==> src/rtl/prefix_remap_pkg.sv <==
// Shared types for the prefix remapping translator.
// Assumes: nothing beyond standard SystemVerilog.
package prefix_remap_pkg;

    // Phase of the codeword currently in flight.
    typedef enum logic [1:0] {
        ST_PREFIX = 2'd0,   // counting leading ones of a received prefix
        ST_EMIT   = 2'd1,   // emitting the canonical prefix
        ST_TAIL   = 2'd2    // forwarding tail bits verbatim
    } rmp_state_e;

endpackage

==> src/rtl/grp_map_table.sv <==
// Rank-to-group lookup table, one register per rank.
// Does: resets to identity (index i holds group i+1); writes one entry per
// cycle when wr_ok is set; reads combinationally.
// Assumes: wr_ok is already qualified by the caller (idle and legal fields).
module grp_map_table #(
    parameter int NG = 10,
    parameter int GW = 4,
    parameter int IW = 4
) (
    input  logic          clk,
    input  logic          rst_n,
    input  logic          wr_ok,
    input  logic [IW-1:0] wr_idx,
    input  logic [GW-1:0] wr_grp,
    input  logic [IW-1:0] rd_idx,
    output logic [GW-1:0] rd_grp
);

    logic [GW-1:0]    mem [NG];
    logic [NG*GW-1:0] mem_flat;

    for (genvar e = 0; e < NG; e++) begin : g_ent
        // Hold one table entry; identity value on reset.
        always_ff @(posedge clk) begin
            if (!rst_n)
                mem[e] <= GW'(e + 1);
            else if (wr_ok && wr_idx == IW'(e))
                mem[e] <= wr_grp;
        end
        assign mem_flat[e*GW +: GW] = mem[e];
    end

    // Combinational read of the entry for the current rank.
    assign rd_grp = mem[rd_idx];


    tbl_hold_chk: assert property (@(posedge clk) disable iff (!rst_n)
        !wr_ok |=> $stable(mem_flat));


    tbl_write_lands_chk: assert property (@(posedge clk) disable iff (!rst_n)
        wr_ok |=> mem_flat[$past(wr_idx)*GW +: GW] == $past(wr_grp));

endmodule

==> src/rtl/rank_counter.sv <==
// Saturating up-counter for the leading ones of a received prefix.
// Does: clears on clr (priority), else increments on inc until MAXV.
// Assumes: MAXV fits in W bits.
module rank_counter #(
    parameter int W    = 4,
    parameter int MAXV = 9
) (
    input  logic         clk,
    input  logic         rst_n,
    input  logic         clr,
    input  logic         inc,
    output logic [W-1:0] cnt
);

    // Count leading ones, holding at MAXV.
    always_ff @(posedge clk) begin
        if (!rst_n || clr)
            cnt <= '0;
        else if (inc && cnt != W'(MAXV))
            cnt <= cnt + W'(1);
    end

endmodule

==> src/rtl/phase_counter.sv <==
// Load/decrement counter shared by prefix emission and tail forwarding.
// Does: load takes priority over dec; flags zero and one for the sequencer.
// Assumes: dec is never asserted while the count is zero.
module phase_counter #(
    parameter int W = 4
) (
    input  logic         clk,
    input  logic         rst_n,
    input  logic         load,
    input  logic [W-1:0] load_val,
    input  logic         dec,
    output logic         is_zero,
    output logic         is_one
);

    logic [W-1:0] cnt;

    // Track bits remaining in the current phase.
    always_ff @(posedge clk) begin
        if (!rst_n)
            cnt <= '0;
        else if (load)
            cnt <= load_val;
        else if (dec)
            cnt <= cnt - W'(1);
    end

    assign is_zero = (cnt == '0);
    assign is_one  = (cnt == W'(1));

endmodule

==> src/rtl/prefix_remap_xlate.sv <==
// Group prefix remapping translator (top).
// Does: counts leading ones of each received prefix, maps the rank through a
// programmable table, emits the canonical unary prefix, then forwards exactly
// as many tail bits as the canonical group.
// Assumes: NUM_GROUPS >= 2; input codewords are well formed apart from
// over-long prefixes, which saturate at rank NUM_GROUPS.
module prefix_remap_xlate
    import prefix_remap_pkg::*;
#(
    parameter int NUM_GROUPS = 10
) (
    input  logic                                 clk,
    input  logic                                 rst_n,
    input  logic                                 in_valid,
    output logic                                 in_ready,
    input  logic                                 in_bit,
    output logic                                 out_valid,
    input  logic                                 out_ready,
    output logic                                 out_bit,
    input  logic                                 map_wr_en,
    input  logic [$clog2(NUM_GROUPS+1)-1:0]      map_wr_rank,
    input  logic [$clog2(NUM_GROUPS+1)-1:0]      map_wr_group
);

    localparam int GW = $clog2(NUM_GROUPS + 1);
    localparam int IW = $clog2(NUM_GROUPS);

    rmp_state_e    state, state_nxt;
    logic [IW-1:0] ones_cnt;
    logic [GW-1:0] map_grp;
    logic [GW-1:0] grp_q;
    logic          in_hs, out_hs;
    logic          idle, wr_legal, wr_take;
    logic          pfx_end, emit_end;
    logic          ph_load, ph_dec, ph_zero, ph_one;
    logic [GW-1:0] ph_load_val;

    assign in_hs  = in_valid && in_ready;
    assign out_hs = out_valid && out_ready;

    // Idle: between codewords, no prefix bit received yet.
    assign idle     = (state == ST_PREFIX) && (ones_cnt == '0);
    assign wr_legal = (map_wr_rank  != '0) && (map_wr_rank  <= GW'(NUM_GROUPS)) &&
                      (map_wr_group != '0) && (map_wr_group <= GW'(NUM_GROUPS));
    assign wr_take  = map_wr_en && idle && wr_legal;

    assign pfx_end  = (state == ST_PREFIX) && in_hs && !in_bit;
    assign emit_end = (state == ST_EMIT) && out_hs && ph_zero;

    grp_map_table #(.NG(NUM_GROUPS), .GW(GW), .IW(IW)) tbl_i (
        .clk    (clk),
        .rst_n  (rst_n),
        .wr_ok  (wr_take),
        .wr_idx (IW'(map_wr_rank - GW'(1))),
        .wr_grp (map_wr_group),
        .rd_idx (ones_cnt),
        .rd_grp (map_grp)
    );

    rank_counter #(.W(IW), .MAXV(NUM_GROUPS - 1)) rank_i (
        .clk   (clk),
        .rst_n (rst_n),
        .clr   (pfx_end),
        .inc   ((state == ST_PREFIX) && in_hs && in_bit),
        .cnt   (ones_cnt)
    );

    // Choose what the phase counter loads and when it counts down.
    always_comb begin
        ph_load     = pfx_end || emit_end;
        ph_load_val = pfx_end ? (map_grp - GW'(1)) : grp_q;
        ph_dec      = ((state == ST_EMIT) && out_hs && !ph_zero) ||
                      ((state == ST_TAIL) && in_hs);
    end

    phase_counter #(.W(GW)) phase_i (
        .clk      (clk),
        .rst_n    (rst_n),
        .load     (ph_load),
        .load_val (ph_load_val),
        .dec      (ph_dec),
        .is_zero  (ph_zero),
        .is_one   (ph_one)
    );

    // Latch the canonical group when a prefix closes.
    always_ff @(posedge clk) begin
        if (!rst_n)
            grp_q <= GW'(1);
        else if (pfx_end)
            grp_q <= map_grp;
    end

    // Next phase of the codeword.
    always_comb begin
        state_nxt = state;
        case (state)
            ST_PREFIX: if (pfx_end) state_nxt = ST_EMIT;
            ST_EMIT:   if (emit_end) state_nxt = ST_TAIL;
            ST_TAIL:   if (in_hs && ph_one) state_nxt = ST_PREFIX;
            default:   state_nxt = ST_PREFIX;
        endcase
    end

    // Phase register.
    always_ff @(posedge clk) begin
        if (!rst_n)
            state <= ST_PREFIX;
        else
            state <= state_nxt;
    end

    // Handshake and data steering per phase.
    always_comb begin
        in_ready  = 1'b0;
        out_valid = 1'b0;
        out_bit   = 1'b0;
        case (state)
            ST_PREFIX: in_ready = !(map_wr_en && ones_cnt == '0);
            ST_EMIT: begin
                out_valid = 1'b1;
                out_bit   = !ph_zero;
            end
            ST_TAIL: begin
                in_ready  = out_ready;
                out_valid = in_valid;
                out_bit   = in_bit;
            end
            default: ;
        endcase
    end

    // Checker counters: ones emitted and tail bits forwarded so far.
    logic [GW-1:0] chk_ones, chk_tail;
    always_ff @(posedge clk) begin
        if (!rst_n) begin
            chk_ones <= '0;
            chk_tail <= '0;
        end else begin
            if (state == ST_EMIT && out_hs)
                chk_ones <= out_bit ? chk_ones + GW'(1) : '0;
            if (state == ST_TAIL && in_hs)
                chk_tail <= ph_one ? '0 : chk_tail + GW'(1);
        end
    end


    emit_len_chk: assert property (@(posedge clk) disable iff (!rst_n)
        (state == ST_EMIT && out_hs && !out_bit) |-> chk_ones == grp_q - GW'(1));


    tail_len_chk: assert property (@(posedge clk) disable iff (!rst_n)
        (state == ST_TAIL && in_hs && ph_one) |-> chk_tail == grp_q - GW'(1));


    emit_hold_chk: assert property (@(posedge clk) disable iff (!rst_n)
        (state == ST_EMIT && !out_ready) |=> out_valid && $stable(out_bit));


    write_stall_chk: assert property (@(posedge clk) disable iff (!rst_n)
        (map_wr_en && idle) |-> !in_ready);

endmodule

==> config.mk <==
export PLATFORM = sky130hd
export DESIGN_NAME = prefix_remap_xlate
export DESIGN_NICKNAME = d
export VERILOG_FILES = /design/src/rtl/prefix_remap_pkg.sv /design/src/rtl/grp_map_table.sv /design/src/rtl/rank_counter.sv /design/src/rtl/phase_counter.sv /design/src/rtl/prefix_remap_xlate.sv
export SDC_FILE = /design/constraint.sdc
export NUM_CORES = 1
export LEC_CHECK = 0
export ABC_CLOCK_PERIOD_IN_PS = 3000
export BUFFER_PORTS_ARGS = -buffer_cell sky130_fd_sc_hd__buf_2
export CAP_MARGIN = 20
export CELL_PAD_IN_SITES_DETAIL_PLACEMENT = 2
export CELL_PAD_IN_SITES_GLOBAL_PLACEMENT = 2
export CORE_MARGIN = 4
export CORE_UTILIZATION = 35
export DETAILED_ROUTE_END_ITERATION = 12
export PLACE_DENSITY = 0.73
export REMOVE_ABC_BUFFERS = 1
export SLEW_MARGIN = 40
export SYNTH_ARGS = -nofsm -noshare
export SYNTH_HDL_FRONTEND = slang
export SYNTH_HIERARCHICAL = 1
export SYNTH_SLANG_ARGS = --single-unit
==> constraint.sdc <==
create_clock -name clk -period 3 [get_ports clk]
set_clock_uncertainty 0.2 [all_clocks]
set_input_delay 0.15 -clock clk [delete_from_list [all_inputs] [get_ports clk]]
set_output_delay 0.15 -clock clk [all_outputs]
set_load 0.03 [all_outputs]
==> flow_summary.ini, run 1 <==
[run_status]
status = complete, no violations

[timing]
tightest_slew_ps = 614
fin_tns_setup_ps = 0
fin_crit_sh = 0.925
slew_violations = 0
rsz0062_at_grt = false
relSlewSlack = 0.586
hold_violations = 0
finalSetupViolCount = 0
fmax_mhz = 360
min_period_ps = 2780

[cts]
insertion_delay_ps = 320
cts_setup_buffers = 0
cts_buffers = 5
h-tree-depth = 2
cts_tree = built
numClockSinks = 54
clockRootBuffer = clkbuf_8
path_clk_slew_ps = 110
cts_buffer_depth = 2

[layout]
multi_input_area_sq_mm = 0.00145
area_growth_pct = 11.0
fill_cells = 898
nNetsFinal = 332
layout-drive-gt1-share = 0.142
ff_latch_area_sq_mm = 0.00148
utilization = 0.405
fin_cells = 414
fin_area_sq_mm = 0.00336
diodes = 0

[critical_path]
critPathRequiredTime_ps = 2770
max_stage_delay_ps = 530
r2r_cells = 5
cp_slowest_cell = or3b_2
rr_endpoint = tbl_i/mem[4][0]
r2r_slack_ps = 220
start_kind = flop
critical_path.endpoint = tbl_i/mem[4][0]
crit_arrival_ps = 2550
r2r-start = rank_i/cnt[1]
cp_cell_sequence = nor3_1 > nand2_1 > nor4_1 > or3b_2 > o21ai_0
critPathKind = reg2reg
crit_start = rank_i/cnt[1]
critPathMaxFanout = 4
cp-end-kind = flop

[drt]
first_pass_iters = 4
viasPerCell = 5.40
post_drt_wl_per_cell_um = 19.0
wirelength_mm = 7.85
drt_iter0_markers = 101
ant_nets = 0
post-route-drc-count = 0
vias = 2236

[synthesis]
synthCells = 283
synth_edf_count = 40
synth_area_per_cell_sq_um = 10.7
synth.cell_area_sq_mm = 0.00303
synth_ff_type = edfxtp_1
synth_seq_area_share = 0.489
synth_seq_cells = 54
yosysUniqueCellTypes = 46
yosysWarnings = 6
async_flop_share = 0

[grt]
grt_pass1_wl_mm = 13.0
antenna_found_initial = 0
grt_overflow = 0
grt_max_degree = 26
first_global_vias = 2443
grtUsageTotal = 0.167

[floorplan]
fp-row-count = 33
start_util = 0.365
die_h_um = 101
io_pins = 17
die-area_sq_mm = 0.0102
fp.dieW_um = 101
core-area_sq_mm = 0.00830

[place]
gp_congestion = 0.726
dp_hpwl_mm = 6.05
portBuffers = 16
dp_cells = 406
dpl_cell_area_sq_mm = 0.00327

[pwr]
pwr-share-seq = 0.550
power_density_mw_per_mm2 = 452
comb_power_share = 0.161
swShare = 0.285
internal_power_mw = 1.09
pwr-share-clk = 0.288
power_switching_mw = 0.433
vdd_drop_max_mv = 0.183
power.leakage_nw = 1.14

[min_path]
hold_path_class = in2reg
min-delay-start = map_wr_group[3]

[flow_run]
drv_cap = 0
-- through the flow --
stage / power (mW) / setup WS, ps / hold slack (ps)
after floorplan: 1.00 / -151 / 21.8
after CTS: 1.54 / 164 / 60.1
final: 1.52 / 224 / 75.4
after global placement: 1.09 / 275 / 253
after global routing: 1.60 / 40.1 / 65.1
after detailed placement: 1.10 / 124 / 265
-- registers in the layout, indices dropped and copies added (netlist names) --
register     cells
rank_i/cnt       4
state            2
grp_q            4
phase_i/cnt      4
tbl_i/mem       40
-- cell type report --
class | instances | area share
repair buffers | 25 | 0.0450
inverters | 16 | 0.0179
clock buffers | 5 | 0.0205
clock inverters | 3 | 0.00707
well taps | 105 | 0.0391
multi-input cells | 206 | 0.430
flip-flops and latches | 54 | 0.441
-- worst max-delay path, delay by kind of cell (launching register included) --
kind             cells  cell delay [ps]
AND/OR/NAND/NOR      4             1450
AO/OA/AOI/OAI        1              460
flip-flops           1              330
-- kinds of logic (layout without fill, tap and decap cells) --
| group | Yosys count | in the layout | share of synthesized area |
|---|---|---|---|
| mux | 25 | 25 | 0.101 |
| buf+inv | 23 | 49 | 0.0335 |
| compound gates | 47 | 47 | 0.0971 |
| xor+xnor | 8 | 8 | 0.0231 |
| fa+ha+maj | 10 | 10 | 0.0413 |
| flops | 54 | 54 | 0.489 |
| simple gates | 116 | 116 | 0.215 |
-- layer usage --
layer  track usage  share of wire  vias up
li1              -              -     1071
met4        0.0501          0.014        0
met1         0.202           0.43     1130
met2         0.304           0.53       24
met3        0.0277          0.025       11
met5             0              0        -
-- cells in the mapped netlist (2+ instances only) --
master | count | area [sq um]
a211o_1 | 3 | 26.3
a21boi_0 | 5 | 37.5
a21oi_1 | 7 | 35.0
and2_1 | 24 | 150
buf_4 | 2 | 15.0
clkbuf_1 | 4 | 15.0
dfxtp_1 | 14 | 280
edfxtp_1 | 40 | 1200
ha_1 | 10 | 125
inv_1 | 16 | 60.1
mux2_2 | 4 | 45.0
mux2i_1 | 17 | 170
mux4_2 | 4 | 90.1
nand2_1 | 33 | 124
nand2b_1 | 3 | 18.8
nand3_1 | 2 | 10.0
nand3b_1 | 3 | 22.5
nand4b_1 | 2 | 17.5
nor2_1 | 12 | 45.0
nor2b_1 | 4 | 25.0
nor3_1 | 5 | 25.0
nor3b_1 | 4 | 30.0
nor4_1 | 2 | 12.5
o21ai_0 | 19 | 95.1
o21ai_1 | 4 | 20.0
or3_1 | 14 | 87.6
xnor2_1 | 4 | 35.0
xor2_1 | 4 | 35.0
-- power by group through the flow --
stage,Sequential [mW],Clock [mW],Combinational (mW)
floorplan,0.859,0,0.146
global placement,0.852,0,0.240
detailed placement,0.854,0,0.248
CTS,0.837,0.453,0.249
global route,0.839,0.486,0.275
finish,0.836,0.438,0.245
-- timing repair --
item | 4_1_cts | 5_1_grt
gates resized for setup | 0 | 2
setup endpoints to repair | 0 | 5
hold buffers | 0 | 0
-- worst min-delay path by stage --
| stage | slack (ps) | cells after the start | to |
|---|---|---|---|
| 5_1_grt | 70 | 2 | tbl_i/mem[2][3] |
| 3_5_place_dp | 260 | 2 | grp_q[0] |
| 6_report | 80 | 2 | tbl_i/mem[5][3] |
| 2_1_floorplan | 20 | 1 | grp_q[0] |
| 3_3_place_gp | 250 | 2 | grp_q[0] |
| 4_1_cts | 60 | 2 | tbl_i/mem[2][3] |
-- cell usage in the layout (no fill, tap or decap), types with 2 or more instances in the layout --
cell / n
a211o_1: 3
a21boi_0: 5
a21oi_1: 7
and2_1: 24
buf_2: 16
buf_4: 8
clkbuf_8: 5
dfxtp_1: 14
edfxtp_1: 40
ha_1: 10
inv_1: 16
mux2_2: 4
mux2i_1: 17
mux4_2: 4
nand2_1: 33
nand2b_1: 3
nand3_1: 2
nand3b_1: 3
nand4b_1: 2
nor2_1: 12
nor2b_1: 4
nor3_1: 5
nor3b_1: 4
nor4_1: 2
o21ai_0: 18
o21ai_1: 5
or3_1: 14
xnor2_1: 4
xor2_1: 4
(Power assumes the default switching activity.)
==> run 2: changes to the inputs <==
--- a/config.mk
+++ b/config.mk
@@ -5,7 +5,7 @@
 export SDC_FILE = /design/constraint.sdc
 export NUM_CORES = 1
 export LEC_CHECK = 0
-export ABC_CLOCK_PERIOD_IN_PS = 3000
+export ABC_CLOCK_PERIOD_IN_PS = 2900
 export BUFFER_PORTS_ARGS = -buffer_cell sky130_fd_sc_hd__buf_2
 export CAP_MARGIN = 20
 export CELL_PAD_IN_SITES_DETAIL_PLACEMENT = 2
@@ -13,7 +13,8 @@
 export CORE_MARGIN = 4
 export CORE_UTILIZATION = 35
 export DETAILED_ROUTE_END_ITERATION = 12
-export PLACE_DENSITY = 0.73
+export HOLD_SLACK_MARGIN = 0.15
+export PLACE_DENSITY = 0.7
 export REMOVE_ABC_BUFFERS = 1
 export SLEW_MARGIN = 40
 export SYNTH_ARGS = -nofsm -noshare
==> constraint.sdc (replaced) <==
create_clock -name clk -period 2.9 [get_ports clk]
set_clock_uncertainty 0.2 [all_clocks]
set_input_delay 0.145 -clock clk [delete_from_list [all_inputs] [get_ports clk]]
set_output_delay 0.145 -clock clk [all_outputs]
set_load 0.03 [all_outputs]
==> flow_summary.ini, run 2 (synthesis gave the netlist of run 1 again) <==
[critical_path]
r2r_cells = 8
r2r_slack_ps = 230
start_kind = flop
cp_cell_sequence = inv_1 > ha_1 > nand2_1 > nor4_1 > buf_4 > or3b_2 > o21ai_0 > buf_4
crit_family = simple AND/OR/NAND/NOR gates
cp-end-kind = flop
r2r-start = state[0]
critPathKind = reg2reg
crit_arrival_ps = 2510
critical_path.endpoint = tbl_i/mem[1][1]
max_stage_delay_ps = 500
path_buf_inv = 3
critPathRequiredTime_ps = 2740
cp_slowest_cell = or3b_2
crit_start = state[0]
crit_cells = 8
rr_endpoint = tbl_i/mem[1][1]
crit_top_cell = buf_4
critPathMaxFanout = 7

[layout]
diodes = 0
area_growth_pct = 14.7
multi_input_area_sq_mm = 0.00145
regMostFlops = tbl_i/mem
largest_reg_flops = 40
utilization = 0.419
fill_cells = 897
fin_area_sq_mm = 0.00347
nNetsFinal = 345
layout-drive-gt1-share = 0.165
ff_latch_area_sq_mm = 0.00148
final_cell_mix = edfxtp_1 (40), nand2_1 (33), and2_1 (24), o21ai_0 (19)
final_common_cell = edfxtp_1

[drt]
viasPerCell = 5.24
post_drt_wl_per_cell_um = 18.5
post-route-drc-count = 0
vias = 2238
wirelength_mm = 7.89
ant_nets = 0
drt_iter0_markers = 50
first_pass_iters = 4

[pwr]
power_density_mw_per_mm2 = 459
internal_power_mw = 1.14
vdd_drop_max_mv = 0.166
pwr-share-seq = 0.543
power_switching_mw = 0.453
power.leakage_nw = 1.20
swShare = 0.284
comb_power_share = 0.166
pwr-share-clk = 0.291

[floorplan]
fp.dieW_um = 101
core-area_sq_mm = 0.00830
fp-row-count = 33
io_pins = 17
start_util = 0.365
die_h_um = 101
die-area_sq_mm = 0.0102

[place]
gp_congestion = 0.766
portBuffers = 16
dp_hpwl_mm = 5.99
dpl_cell_area_sq_mm = 0.00333

[run_status]
status = complete, no violations

[cts]
cts_buffer_depth = 2
clockRootBuffer = clkbuf_8
insertion_delay_ps = 320
numClockSinks = 54
cts_setup_buffers = 0
path_clk_slew_ps = 110
h-tree-depth = 2
cts_resized = 0
cts_buffers = 5
cts_tree = built

[flow_run]
drv_cap = 0

[grt]
antenna_found_initial = 0
first_global_vias = 2553
grtUsageTotal = 0.170
grt_pass1_wl_mm = 13.4
grt_max_degree = 28
grt_overflow = 0

[timing]
timing.hold.ws_ps = 191
fmax_mhz = 375
slew_violations = 0
tightest_slew_ps = 533
finalSetupViolCount = 0
fin_crit_sh = 0.920
min_period_ps = 2670
rsz0062_at_grt = false
hold_violations = 0
relSlewSlack = 0.641

[min_path]
hold_path_class = in2reg
[run 2: cell type report]
type / instances / area share
Timing Repair Buffer: 38 / 0.0742
Sequential cell: 54 / 0.427
Clock buffer: 5 / 0.0198
Tap cell: 105 / 0.0378
Multi-Input combinational cell: 206 / 0.416
Clock inverter: 3 / 0.00829
Inverter: 16 / 0.0173
[run 2: power by group through the flow]
stage	logic, mW	clock network [mW]	registers (mW)
floorplan	0.151	0	0.889
global placement	0.254	0	0.883
detailed placement	0.262	0	0.884
CTS	0.269	0.484	0.866
global route	0.298	0.518	0.869
finish	0.265	0.463	0.866
[run 2: what timing repair did]
action,4_1_cts,5_1_grt
hold buffers,5,0
endpoints found under the hold margin,49,0
endpoints found under the setup margin,0,0
[run 2: stage by stage]
step | setup TNS [ps] | total power, mW | instances | setup slack (ps)
detailed placement | 0 | 1.15 | 414 | 210
CTS | 0 | 1.62 | 427 | 201
global placement | 0 | 1.14 | 414 | 299
global route | 0 | 1.69 | 427 | 9.53
floorplan | -3960 | 1.04 | 276 | -251
finish | 0 | 1.59 | 427 | 231
[run 2: tightest hold or removal path, cell delays in order]
cell,delay (ps)
buf_2,130
and4_2,260
nand3_1,90
nand2_1,50
[run 2: worst min-delay path by stage]
stage                     startpoint       endpoint  slack [ps]  depth (start not counted)
after floorplan                rst_n       grp_q[0]          20                          1
after global placement      grp_q[0]       grp_q[0]         250                          2
after detailed placement    grp_q[0]       grp_q[0]         270                          2
after CTS                   in_valid  rank_i/cnt[0]         180                          4
after global routing        in_valid  rank_i/cnt[0]         200                          4
final                       in_valid  rank_i/cnt[0]         190                          4
[run 2: per-layer routing]
layer | track usage | routed length [um] | vias up
met4 | 0.0399 | 50 | 0
met1 | 0.212 | 3520 | 1117
met2 | 0.310 | 4190 | 21
met3 | 0.0215 | 139 | 4
met5 | 0 | 0 | -
li1 | - | - | 1096
